[src/rtl/irq_agg_pkg.sv]
`timescale 1ns/1ps
package irq_agg_pkg;

  typedef enum logic [1:0] {
    RD_NONE   = 2'd0,
    RD_STATUS = 2'd1,
    RD_ENABLE = 2'd2
  } rdSel_e;

  // strobes from the decoder into the datapath
  typedef struct packed {
    logic   enWr;      // load enable register
    logic   clrPend;   // clear all pending bits
    logic   funcOn;    // switch interrupt function on
    logic   funcOff;   // switch interrupt function off
    rdSel_e rdSel;     // read mux select
  } ctrlStrobes_t;

endpackage

[src/rtl/irq_agg_ctrl.sv]
`timescale 1ns/1ps
module irq_agg_ctrl
  import irq_agg_pkg::*;
#(
  parameter int ADDR_W = 5,
  parameter int DATA_W = 8,
  parameter logic [ADDR_W-1:0] STATUS_OFS = 5'h10,
  parameter logic [ADDR_W-1:0] OPCMD_OFS  = 5'h11,
  parameter logic [ADDR_W-1:0] ENABLE_OFS = 5'h12,
  parameter logic [DATA_W-1:0] OP_RESET   = 8'h01,
  parameter logic [DATA_W-1:0] OP_ARM     = 8'h04
) (
  input  logic              regWrEn,
  input  logic [ADDR_W-1:0] regAddr,
  input  logic [DATA_W-1:0] regWrData,
  output ctrlStrobes_t      strobes,
  output logic              counterRst
);

  logic opWrite;

  assign opWrite = regWrEn && (regAddr == OPCMD_OFS);

  always_comb begin
    strobes         = '0;
    strobes.rdSel   = RD_NONE;
    strobes.enWr    = regWrEn && (regAddr == ENABLE_OFS);
    strobes.clrPend = opWrite && (regWrData == OP_ARM);
    strobes.funcOn  = opWrite && (regWrData == OP_ARM);
    strobes.funcOff = opWrite && (regWrData == OP_RESET);
    if (regAddr == STATUS_OFS) begin
      strobes.rdSel = RD_STATUS;
    end else if (regAddr == ENABLE_OFS) begin
      strobes.rdSel = RD_ENABLE;
    end
  end

  assign counterRst = opWrite && (regWrData == OP_RESET);

endmodule

[src/rtl/irq_agg_data.sv]
`timescale 1ns/1ps
module irq_agg_data
  import irq_agg_pkg::*;
#(
  parameter int NUM_CH = 8,
  parameter int DATA_W = 8
) (
  input  logic              clk,
  input  logic              rstN,
  input  ctrlStrobes_t      strobes,
  input  logic [DATA_W-1:0] wrData,
  input  logic [NUM_CH-1:0] flagIn,
  output logic [NUM_CH-1:0] statusVec,
  output logic [NUM_CH-1:0] enableVec,
  output logic              funcEn,
  output logic [DATA_W-1:0] rdData
);

  localparam int PAD_W = DATA_W - NUM_CH;

  logic [NUM_CH-1:0] flagPrevQ;
  logic [NUM_CH-1:0] riseEvt;
  logic [NUM_CH-1:0] statusQ;
  logic [NUM_CH-1:0] enableQ;
  logic              funcEnQ;

  always_ff @(posedge clk) begin
    if (!rstN) begin
      flagPrevQ <= '0;
      enableQ   <= '0;
      funcEnQ   <= 1'b0;
    end else begin
      flagPrevQ <= flagIn;
      if (strobes.enWr) begin
        enableQ <= wrData[NUM_CH-1:0];
      end
      if (strobes.funcOn) begin
        funcEnQ <= 1'b1;
      end else if (strobes.funcOff) begin
        funcEnQ <= 1'b0;
      end
    end
  end

  assign riseEvt = flagIn & ~flagPrevQ;

  for (genvar ch = 0; ch < NUM_CH; ch++) begin : g_chan
    always_ff @(posedge clk) begin
      if (!rstN) begin
        statusQ[ch] <= 1'b0;
      end else begin
        statusQ[ch] <= (statusQ[ch] & ~strobes.clrPend) | (riseEvt[ch] & enableQ[ch]);
      end
    end
  end

  always_comb begin
    rdData = '0;
    case (strobes.rdSel)
      RD_STATUS: rdData = {{PAD_W{1'b0}}, statusQ};
      RD_ENABLE: rdData = {{PAD_W{1'b0}}, enableQ};
      default:   rdData = '0;
    endcase
  end

  assign statusVec = statusQ;
  assign enableVec = enableQ;
  assign funcEn    = funcEnQ;

endmodule

[src/rtl/irq_status_agg.sv]
`timescale 1ns/1ps
module irq_status_agg
  import irq_agg_pkg::*;
#(
  parameter int NUM_CH = 8,
  parameter int ADDR_W = 5,
  parameter int DATA_W = 8
) (
  input  logic              clk,
  input  logic              rstN,
  input  logic              regWrEn,
  input  logic [ADDR_W-1:0] regAddr,
  input  logic [DATA_W-1:0] regWrData,
  output logic [DATA_W-1:0] regRdData,
  input  logic [NUM_CH-1:0] flagIn,
  output logic              counterRstO,
  output logic              irqO
);

  ctrlStrobes_t      strobes;
  logic [NUM_CH-1:0] statusVec;
  logic [NUM_CH-1:0] enableVec;
  logic              funcEn;

  irq_agg_ctrl #(
    .ADDR_W(ADDR_W),
    .DATA_W(DATA_W)
  ) u_ctrl (
    .regWrEn   (regWrEn),
    .regAddr   (regAddr),
    .regWrData (regWrData),
    .strobes   (strobes),
    .counterRst(counterRstO)
  );

  irq_agg_data #(
    .NUM_CH(NUM_CH),
    .DATA_W(DATA_W)
  ) u_data (
    .clk      (clk),
    .rstN     (rstN),
    .strobes  (strobes),
    .wrData   (regWrData),
    .flagIn   (flagIn),
    .statusVec(statusVec),
    .enableVec(enableVec),
    .funcEn   (funcEn),
    .rdData   (regRdData)
  );

  assign irqO = funcEn & (|statusVec);

endmodule

[config.mk]
export PLATFORM = sky130hd
export DESIGN_NAME = irq_status_agg
export DESIGN_NICKNAME = d
export VERILOG_FILES = /design/src/rtl/irq_agg_pkg.sv /design/src/rtl/irq_agg_ctrl.sv /design/src/rtl/irq_agg_data.sv /design/src/rtl/irq_status_agg.sv
export SDC_FILE = /design/constraint.sdc
export NUM_CORES = 1
export LEC_CHECK = 0
export BUFFER_PORTS_ARGS = -buffer_cell sky130_fd_sc_hd__buf_2
export CORE_MARGIN = 8
export CORE_UTILIZATION = 40
export CTS_CLUSTER_DIAMETER = 100
export DETAILED_ROUTE_END_ITERATION = 10
export GPL_TIMING_DRIVEN = 0
export PLACE_DENSITY = 0.67
export SYNTH_ARGS = -nofsm -noshare
export SYNTH_HDL_FRONTEND = slang
export SYNTH_HIERARCHICAL = 1
export SYNTH_SLANG_ARGS = --single-unit
[constraint.sdc]
create_clock -name clk -period 4.04 [get_ports clk]
set_clock_uncertainty 0.1 [all_clocks]
set_input_delay 0.808 -clock clk [delete_from_list [all_inputs] [get_ports clk]]
set_output_delay 0.808 -clock clk [all_outputs]
set_load 0.02 [all_outputs]
# Word-level counts from Yosys, hierarchy flattened
# Index checks and enable logic that the tools add are counted.
word_totals:
  word_cells: 57
  rom_bits: 0
  mem_bits_rw: 0
  ff_bits: 25
  output_inout_bits: 10
  inputBits: 24
  latchBits: 0
  mem_count: 0
classes:
  mux: 5
  n_reduce_logical: 6
  div: 0
  add_sub_neg: 0
  bitwise: 28
  multipliers: 0
  eq_ne: 7
  order_cmp: 0
  shift: 0
ops:
  columns: ["operator", "count"]
  rows:
  - ["$and A1 B1 Y1", 17]
  - ["$pmux W8 S2", 1]
  - ["$eq A5 B5 Y1 const B", 3]
  - ["$and A8 B8 Y8", 1]
  - ["$eq A8 B1 Y1 const B", 1]
  - ["$eq A8 B3 Y1 const B", 1]
  - ["$not A8 Y8", 1]
  - ["$or A1 B1 Y1", 8]
  - ["$reduce_or A8 Y1", 1]
  - ["$logic_and A1 B1 Y1", 4]
  - ["$mux W2", 2]
  - ["$eq A2 B1 Y1 const B", 1]
  - ["$eq A2 B2 Y1 const B", 1]
  - ["$mux W1", 2]
  - ["$reduce_bool A2 Y1", 1]
  - ["$not A1 Y1", 1]

# Logic depth before layout (Yosys ltp)
# Gate-level depths: netlist of run 1.
logic_depth:
  depth_word: 6
  mapped_depth: 7
  ltp_nobuf: 6

# Modules after synthesis
# Netlist of run 1, hierarchy kept.
modules_own_cells:
  columns: ["mod", "cells_each", "area_each_um2", "instances", "seq_area_each_um2"]
  rows:
  - ["irq_agg_data", 102, 1018.5, 1, 500.5]
  - ["irq_agg_ctrl", 13, 108.9, 1, 0.0]
  - ["irq_status_agg", 3, 20.0, 1, 0.0]

# Least setup slack after synthesis of run 1
# Ideal clock, no wire load.
synth_timing:
  path_type: "input to output"
  from: "input port regAddr[3]"
  to: "output port regRdData[0]"
  t_arrival_ns: 2.289
  n_path_buf: 1
  required_time_ns: 3.132
  cell_stages: 6
  setup_slack_ns: 0.843
  path_cell_list: "or3b_1 -> nor3_1 -> inv_1 -> ha_1 -> buf_1 -> nor2_1"
synth_lines:
  columns: ["item", "line", "source"]
  rows:
  - ["start, declared", "irq_status_agg.sv:12", "input logic [ADDR_W-1:0] regAddr,"]
  - ["end, declared", "irq_status_agg.sv:14", "output logic [DATA_W-1:0] regRdData,"]

==> metrics.md, run 1 <==
| Metric | Value |
|---|---|
| CTS tree | done |
| Cell taking the most area after synthesis | dfxtp_1 |
| Total core area | 2730 um^2 |
| Vias per cell | 5.34 |
| GR Overflow Total | 0 |
| Fillers | 280 |
| Die H | 69.6 um |
| Status | finished, final reports clean |
| Drt wl/cell | 15.4 um |
| Critical Path RT | 3130 ps |
| CP Max Fanout | 8 |
| Final setup fails | 0 |
| Initial antenna violation count | 0 |
| Area share of the largest cell type after synthesis | 0.436 |
| CTS resizes | 0 |
| Post-Route WL | 2860 um |
| Synth Area in Simple Gates | 0.351 |
| Largest stage delay on the critical path | 460 ps |
| Inserted Diodes | 0 |
| Global-route wire length before repair | 4800 um |
| Routability congestion estimate | 0.805 |
| Area delta synth->final | 20.2% |
| Most frequent cells in the layout | buf_2, dfxtp_1, nand3b_1, nand2_1, nor2b_1 |
| Post-synthesis mux area share | 0.0698 |
| Dpl cells | 182 |
| DRC | 0 |
| Vias | 993 |
| Crit-path slowest cell | or3b_1 |
| Worst setup EP type | output pin |
| Vias in the first global route | 1044 |
| Sink Count | 25 |
| Max_cap viols | 0 |
| Register area share after synthesis | 0.436 |
| Cells after Synth | 118 |
| Hold Path Class | flip-flop to flip-flop |
| Post-Synth Adder-Cell Area | 0.0218 |
| Endpoints failing hold | 0 |
| Clk_lat worst skew | 320 ps |
| Commonest non-fill, non-tap cell in the layout | buf_2 |
| Layout Utilization | 0.504 |
| Final Max Tran Viols | 0 |
| Leak Pwr | 0.567 nW |
| H-tree depth | 1 |
| VDD IR-drop max | 0.000248 V |
| Mapped Area | 1150 um^2 |
| Post-CTS setup repair buffer count | 0 |
| Final period util | 0.863 |
| Worst-path cell chain | buf_2 -> or3b_1 -> nor3_1 -> inv_1 -> ha_1 -> buf_1 -> nor2_1 -> buf_2 |
| Dpl hpwl | 2200 um |
| Final ANT Viol Nets | 0 |
| Ranking of synthesized cells by area | dfxtp_1, mux2i_1, nand4b_1, nand3b_1, a22oi_1 |
| Die Wd | 69.6 um |
| CTS Buf Count | 3 |
| Number of distinct library cells after synthesis | 24 |
| Crit path max-delay family | simple AND/OR/NAND/NOR gates |
| # rows | 19 |
| Fraction of layout cells with a size suffix above 1 | 0.310 |
| Final net count | 182 |
| Largest net degree at the start of global routing | 15 |
| DR iter-0 viols | 45 |
| Yosys warnings | 6 |
| Fin cells | 186 |
| Hold buffer count at cts | 0 |
| Slew of the pin with the lowest slew margin | 394 ps |
| Crit path top cell by count | buf_2 |
| I/O pins | 34 |
| Slew HR | 0.738 |
| Synthesized area per cell | 9.72 um^2 |
| Compound-gate portion of the synthesized area | 0.0654 |
| Post-layout minimum cycle time | 3490 ps |
| Combinational family with the most area after synthesis | simple AND/OR/NAND/NOR gates |
| Clk buf depth | 2 |
| RSZ-0062 raised after global routing | false |
| Initial Util | 0.420 |
| DR pass1 iterations | 4 |
| Setup TNS | 0 ps |
| Post-synthesis net count | 144 |
| I/O Buffers | 33 |
| Max Clk Rate | 0.287 GHz |
| Register bit total from synthesis | 25 |
| XOR/XNOR Fraction of Synth Area | 0 |
| Worst-path clk slew | 120 ps |
| Critical Path Start Type | primary input |
| Worst path buffer plus inverter count | 4 |
| Crit Path Class | primary input to output pin |
| Power Density | 288 nW/um^2 |
| WHS | 391 ps |
| Worst endpoint data arrival time | 2580 ps |
| Die area | 4840 um^2 |
| CTS Root Cell | clkbuf_4 |
| Total power | 0.397 mW |
| Overall Global Routing Usage | 0.120 |
[worst register-to-register path, cell delays in order (launching register included)]
cell and delay, ps:
dfxtp_1 330, nor2b_1 120, o21a_1 160
[cell usage after synthesis (all sizes together)]
master / count
nor4: 4
a21boi: 1
clkbuf: 1
o21a: 1
nand3b: 9
a22oi: 8
and2: 8
buf: 8
nor2b: 9
nor3b: 1
or4: 1
nor2: 8
or4b: 2
nand2: 9
inv: 2
mux2i: 8
ha: 2
or3b: 1
dfxtp: 25
nor3: 2
nand4b: 8
[logic make-up after synthesis]
| group | count (synthesis) |
|---|---|
| adders and majority gates | 2 |
| AOI/OAI and AO/OA | 10 |
| and+or+nand+nor | 62 |
| DFF | 25 |
| muxes | 8 |
| buffers and inverters | 11 |
[flip-flops by register name (all words and copies together) (netlist names)]
| name | cells |
|---|---|
| u_data/enableVec | 8 |
| u_data/flagPrevQ | 8 |
| u_data/statusVec | 8 |
| u_data/funcEn | 1 |
[area by class of cell]
type | count | area, um^2 | area share
buffer | 9 | 56.3 | 0.0408
clock buffer | 3 | 22.5 | 0.0163
clock inverter | 1 | 5.00 | 0.00363
inverter | 2 | 7.51 | 0.00544
multi-input combinational | 82 | 583 | 0.423
sequential | 25 | 500 | 0.363
tap | 31 | 38.8 | 0.0281
timing repair buffer | 33 | 165 | 0.120
[power breakdown]
part / total (mW) / switching [mW] / internal (mW) / leakage (nW)
registers: 0.253 / 0.00161 / 0.252 / 0.204
clock network: 0.110 / 0.0731 / 0.0371 / 0.0177
logic: 0.0340 / 0.0166 / 0.0174 / 0.345
[final timing paths]
path                                  startpoint                              to  slack (ps)  depth (start not counted)
setup / recovery                      regAddr[3]                    regRdData[5]         550                          8
hold / removal    u_data/flagPrevQ[3]$_SDFF_PN0_  u_data/statusVec[3]$_SDFF_PN0_         390                          2
setup reg to reg      u_data/funcEn$_SDFFE_PN0P_      u_data/funcEn$_SDFFE_PN0P_        3240                          2
hold reg to reg   u_data/flagPrevQ[3]$_SDFF_PN0_  u_data/statusVec[3]$_SDFF_PN0_         390                          2
[through the flow]
step,setup slack [ps],area [um^2]
2_1_floorplan,843,1150
3_3_place_gp,595,1350
3_5_place_dp,552,1350
4_1_cts,546,1380
5_1_grt,400,1380
6_report,553,1380
[layer usage]
layer,vias up,track usage,share of wire
met5,-,0,0
met2,27,0.191,0.46
li1,489,-,-
met4,0,0.0547,0.020
met1,472,0.142,0.45
met3,5,0.0386,0.069
No activity file was read; power rests on OpenSTA's default activity.
==> run 2, diff against run 1 <==
--- a/config.mk
+++ b/config.mk
@@ -12,5 +12,4 @@
 export DETAILED_ROUTE_END_ITERATION = 10
 export GPL_TIMING_DRIVEN = 0
-export PLACE_DENSITY = 0.67
 export SYNTH_ARGS = -nofsm -noshare
 export SYNTH_HDL_FRONTEND = slang
--- a/constraint.sdc
+++ b/constraint.sdc
@@ -3,3 +3,3 @@
 set_input_delay 0.808 -clock clk [delete_from_list [all_inputs] [get_ports clk]]
 set_output_delay 0.808 -clock clk [all_outputs]
-set_load 0.02 [all_outputs]
+set_load 0.1 [all_outputs]
==> metrics.md, run 2 (synthesized netlist as in run 1, its figures left out) <==
| Metric | Value |
|---|---|
| Hold Path Class | flip-flop to flip-flop |
| Terminus of the critical flop-to-flop path | u_data/funcEn$_SDFFE_PN0P_ |
| Worst r2r src | u_data/funcEn$_SDFFE_PN0P_ |
| Die H | 69.6 um (unchanged) |
| Area of the multi-input gates | 583 um^2 (unchanged) |
| I/O pins | 34 (unchanged) |
| Post-CTS setup repair buffer count | 0 (unchanged) |
| Crit-path slowest cell | or3b_1 |
| Clk_lat worst skew | 310 ps (about the same) |
| DRC | 0 (unchanged) |
| Clk buf depth | 2 (unchanged) |
| Max_cap viols | 0 (unchanged) |
| Post-Route WL | 2830 um (-0.98%) |
| Worst Hold End | u_data/statusVec[6]$_SDFF_PN0_ |
| Slew HR | 0.676 (-0.0615) |
| Routability congestion estimate | 0.739 (-8.1%) |
| Clock power frac | 0.280 (+0.003) |
| Critical Path RT | 3130 ps (about the same) |
| Sequential Power Share | 0.635 (-0.002) |
| Sink Count | 25 (unchanged) |
| Critical Path Start Type | primary input |
| Fin cells | 186 (unchanged) |
| Hold buffer count at cts | 0 (unchanged) |
| Internal | 0.308 mW (+0.48%) |
| Number of cells on the worst reg-to-reg path | 2 (unchanged) |
| Layout Utilization | 0.504 (about the same) |
| Worst-path clk slew | 130 ps (about the same) |
| I/O Buffers | 33 (unchanged) |
| Hold Path Depth | 2 (unchanged) |
| Initial Util | 0.420 (unchanged) |
| FF-to-FF setup slack | 3250 ps (about the same) |
| Vias per cell | 5.00 (-6.3%) |
| Worst endpoint data arrival time | 2820 ps (+240 ps) |
| CTS resizes | 0 (unchanged) |
| # rows | 19 (unchanged) |
| Largest stage delay on the critical path | 470 ps (about the same) |
| Final setup fails | 0 (unchanged) |
| Vias | 930 (-6.3%) |
| Gate power share | 0.085 (about the same) |
| Final worst slack | 311 ps (-241 ps) |
| Status | finished, final reports clean |
| Final net count | 182 (unchanged) |
| CTS Buf Count | 3 (unchanged) |
| Post-layout minimum cycle time | 3730 ps (+241 ps) |
| Slew of the pin with the lowest slew margin | 489 ps (+95.6 ps) |
| Worst path buffer plus inverter count | 4 (unchanged) |
| GR Overflow Total | 0 (unchanged) |
| CP Max Fanout | 8 (unchanged) |
| Crit path top cell by count | buf_2 |
| DR pass1 iterations | 4 (unchanged) |
| Largest net degree at the start of global routing | 14 (-1) |
| Global-route wire length before repair | 4530 um (-5.6%) |
| Die Wd | 69.6 um (unchanged) |
| Fillers | 289 (+3.2%) |
| Initial antenna violation count | 0 (unchanged) |
| Dpl cells | 182 (unchanged) |
| Register area | 500 um^2 (unchanged) |
| Crit Path Class | primary input to output pin |
| Most frequent cells in the layout | buf_2, dfxtp_1, nand3b_1, nand2_1, nor2b_1 |
| Power Density | 289 nW/um^2 (+0.30%) |
| Inserted Diodes | 0 (unchanged) |
| CTS Root Cell | clkbuf_4 |
| Crit path max-delay family | simple AND/OR/NAND/NOR gates |
| Fraction of layout cells with a size suffix above 1 | 0.303 (-0.00645) |
| Commonest non-fill, non-tap cell in the layout | buf_2 |
| Endpoints failing hold | 0 (unchanged) |
| Area delta synth->final | 20.1% (about the same) |
| Worst-path cell chain | buf_2 -> or3b_1 -> nor3_1 -> inv_1 -> ha_1 -> buf_1 -> nor2_1 -> buf_2 |
| Final period util | 0.923 (+0.0598) |
| Final Max Tran Viols | 0 (unchanged) |
| Placed instance area | 1350 um^2 (unchanged) |
| Total core area | 2730 um^2 (unchanged) |
| Dpl ws | 311 ps (-241 ps) |
| VDD IR-drop max | 0.000169 V (-32%) |
| Overall Global Routing Usage | 0.112 (-0.00769) |
| Sw Share | 0.228 (-0.00212) |
| Leak Pwr | 0.564 nW (-0.48%) |
| Fin area | 1380 um^2 (about the same) |
| Dpl hpwl | 2150 um (-2.2%) |
| H-tree depth | 1 (unchanged) |
| Max Clk Rate | 0.268 GHz (-6.5%) |
| Min-delay src | u_data/flagPrevQ[6]$_SDFF_PN0_ |
| Worst setup EP type | output pin |
| Drt wl/cell | 15.2 um (-0.98%) |
| Vias in the first global route | 958 (-8.2%) |
| Final ANT Viol Nets | 0 (unchanged) |
| CTS tree | done |
| Die area | 4840 um^2 (unchanged) |
| DR iter-0 viols | 59 (+31%) |
| Switch Pwr | 0.0907 mW (-0.72%) |
| RSZ-0062 raised after global routing | false |
[run 2: changes by cell type in the layout (fill, tap and decap cells not counted)]
cell,change
clkbuf_1,+1
clkinv_2,-1
[run 2: how the worst max path moves through the flow]
stage               start            to  slack [ps]  cells after the start
6_report       regAddr[3]  regRdData[7]         310                      8
3_5_place_dp   regAddr[3]  regRdData[7]         310                      8
2_1_floorplan  regAddr[3]  regRdData[0]        -130                      6
5_1_grt        regAddr[3]  regRdData[7]         160                      8
4_1_cts        regAddr[3]  regRdData[7]         300                      8
3_3_place_gp   regAddr[3]  regRdData[7]         370                      8
[run 2: metal layers]
metal	track usage	share of wire	vias up
li1	-	-	489
met1	0.144	0.48	425
met2	0.176	0.48	14
met3	0.0258	0.035	2
met4	0.0410	0.0064	0
met5	0	0	-
[run 2: power by group through the flow]
stage / clock network, mW / logic [mW] / registers (mW)
finish: 0.111 / 0.0339 / 0.253
global route: 0.125 / 0.0376 / 0.254
CTS: 0.115 / 0.0342 / 0.253
detailed placement: 0 / 0.0340 / 0.259
global placement: 0 / 0.0330 / 0.258
floorplan: 0 / 0.0160 / 0.258
[run 2: final cells by class]
class                      instances  area share
inverter                           2     0.00545
tap                               31      0.0282
clock buffer                       4      0.0191
buffer                             9      0.0409
sequential                        25       0.363
multi-input combinational         82       0.423
timing repair buffer              33       0.120
[run 2: tightest hold or removal path, stage by stage, from the launching register on]
cell and delay, ps:
dfxtp_1 320, nand4b_1 90, nand2_1 50
[run 2: per-stage QoR]
step / total power, mW / hold slack (ps) / setup TNS (ps)
after global routing: 0.416 / 392 / 0
final: 0.398 / 387 / 0
after detailed placement: 0.293 / 372 / 0
after global placement: 0.291 / 362 / 0
after floorplan: 0.274 / 357 / -1020
after CTS: 0.402 / 392 / 0
==> run 3, diff against run 2 <==
- BUFFER_PORTS_ARGS: -buffer_cell sky130_fd_sc_hd__buf_2 -> default
- CTS_BUF_LIST: default -> sky130_fd_sc_hd__clkbuf_4 sky130_fd_sc_hd__clkbuf_8
- DONT_BUFFER_PORTS: default -> 1
==> metrics.md, run 3 (synthesized netlist as in run 1, its figures left out) <==
| Metric | Value |
|---|---|
| # rows | 19 (unchanged) |
| Total core area | 2730 um^2 (unchanged) |
| Leak Pwr | 0.444 nW (-21%) |
| Fillers | 276 (-4.5%) |
| Met1 usage in global routing | 0.133 (-0.0112) |
| Dpl cells | 151 (-17%) |
| Slew of the pin with the lowest slew margin | 1200 ps (+713 ps) |
| DRC | 0 (unchanged) |
| Placed instance area | 1250 um^2 (-7.5%) |
| Vias | 856 (-8.0%) |
| VDD IR-drop max | 0.000283 V (+67%) |
| Register area | 500 um^2 (unchanged) |
| Overall Global Routing Usage | 0.114 (+0.00185) |
| WHS | 385 ps (-2.02 ps) |
| Drt wl/cell | 17.6 um (+16%) |
| Vias per cell | 5.52 (+10%) |
| Power Density | 298 nW/um^2 (+3.2%) |
| Initial Util | 0.420 (unchanged) |
| Routability congestion estimate | 0.799 (+8.1%) |
| Switch Pwr | 0.0829 mW (-8.6%) |
| Final period util | 0.989 (+0.0660) |
| Final worst slack | 44.4 ps (-267 ps) |
| Die Wd | 69.6 um (unchanged) |
| Sequential Power Share | 0.664 (+0.029) |
| Critical Path RT | 3130 ps (about the same) |
| Status | finished, final reports clean |
| M3 GR Usage | 0.0458 (+0.0200) |
| Max_cap viols | 0 (unchanged) |
| Most crowded layer after global routing | met2 |
| Gate power share | 0.053 (-0.032) |
| Inserted Diodes | 0 (unchanged) |
| Most frequent cells in the layout | dfxtp_1, nand3b_1, nand2_1, nor2b_1 |
| Final net count | 151 (-17%) |
| Hold Path Class | flip-flop to flip-flop |
| Clk buf depth | 2 (unchanged) |
| Sw Share | 0.217 (-0.0104) |
| Endpoints failing hold | 0 (unchanged) |
| Worst endpoint data arrival time | 3090 ps (+270 ps) |
| CTS Root Cell | clkbuf_4 |
| Slew HR | 0.194 (-0.482) |
| H-tree depth | 1 (unchanged) |
| Clock power frac | 0.283 (+0.003) |
| Sink Count | 25 (unchanged) |
| I/O pins | 34 (unchanged) |
| Final Max Tran Viols | 0 (unchanged) |
| DR pass1 iterations | 4 (unchanged) |
| Worst setup EP type | output pin |
| CP Max Fanout | 8 (unchanged) |
| Layout Utilization | 0.467 (-0.0366) |
| Crit Path Class | primary input to output pin |
| Post-CTS setup repair buffer count | 0 (unchanged) |
| DR iter-0 viols | 32 (-46%) |
| Critical Path Start Type | primary input |
| Die area | 4840 um^2 (unchanged) |
| CTS tree | done |
| Fin area | 1280 um^2 (-7.3%) |
| GR Overflow Total | 0 (unchanged) |
| Area delta synth->final | 11.3% |
| Dpl ws | 22.6 ps (-289 ps) |
| Vias in the first global route | 902 (-5.8%) |
| CTS Buf Count | 3 (unchanged) |
| Area of the multi-input gates | 616 um^2 (+5.6%) |
| RSZ-0062 raised after global routing | true |
| Fin cells | 155 (-17%) |
| Worst-path clk slew | 130 ps (about the same) |
| Dpl hpwl | 2100 um (-2.4%) |
| Max Clk Rate | 0.250 GHz (-6.7%) |
| Post-layout minimum cycle time | 4000 ps (+267 ps) |
| Commonest non-fill, non-tap cell in the layout | dfxtp_1 |
| Fraction of layout cells with a size suffix above 1 | 0.202 (-0.102) |
| Final setup fails | 0 (unchanged) |
| Clk_lat worst skew | 310 ps (about the same) |
| Global-route wire length before repair | 4490 um (-0.93%) |
| CTS resizes | 0 (unchanged) |
| Die H | 69.6 um (unchanged) |
| Internal | 0.298 mW (-3.0%) |
| Hold buffer count at cts | 0 (unchanged) |
| Post-Route WL | 2720 um (-3.7%) |
| I/O Buffers | 0 (-100%) |
| Final ANT Viol Nets | 0 (unchanged) |
| GRT met2 Usage | 0.189 (+0.0123) |
| Largest net degree at the start of global routing | 15 (+1) |
| Initial antenna violation count | 0 (unchanged) |
==> run 3: critical path: stages <==
cell,delay (ps)
or3b_1,480
nor3_1,250
inv_1,70
ha_1,290
buf_1,270
nor2_2,920
==> run 3: final timing paths <==
kind,slack [ps],to,from,depth (start not counted)
setup / recovery,40,regRdData[7],regAddr[3],6
hold / removal,380,u_data/statusVec[7]$_SDFF_PN0_,u_data/flagPrevQ[7]$_SDFF_PN0_,2
setup reg to reg,3250,u_data/funcEn$_SDFFE_PN0P_,u_data/funcEn$_SDFFE_PN0P_,2
hold reg to reg,380,u_data/statusVec[7]$_SDFF_PN0_,u_data/flagPrevQ[7]$_SDFF_PN0_,2
==> run 3: stage by stage <==
stage                     setup TNS, ps  power, mW
after floorplan                   -1020      0.274
after global placement            -2460      0.278
after detailed placement              0      0.279
after CTS                             0      0.387
after global routing               -617      0.402
final                                 0      0.381
==> run 3: power groups by stage <==
stage,registers [mW],clock network (mW),logic (mW)
after floorplan,0.258,0,0.0160
after global placement,0.258,0,0.0191
after detailed placement,0.259,0,0.0206
after CTS,0.253,0.113,0.0207
after global routing,0.254,0.126,0.0227
final,0.253,0.108,0.0204
==> run 3: per-layer routing <==
metal	vias up	routed length, um
met5	-	0
li1	430	-
met1	405	1150
met4	0	18
met2	19	1360
met3	2	188
==> run 3: final cells by class <==
type	instances	share of cell area
tap	31	0.0304
sequential	25	0.392
multi-input combinational	82	0.482
clock buffer	3	0.0176
clock inverter	1	0.00392
timing repair buffer	2	0.0245
inverter	2	0.00588
buffer	9	0.0441
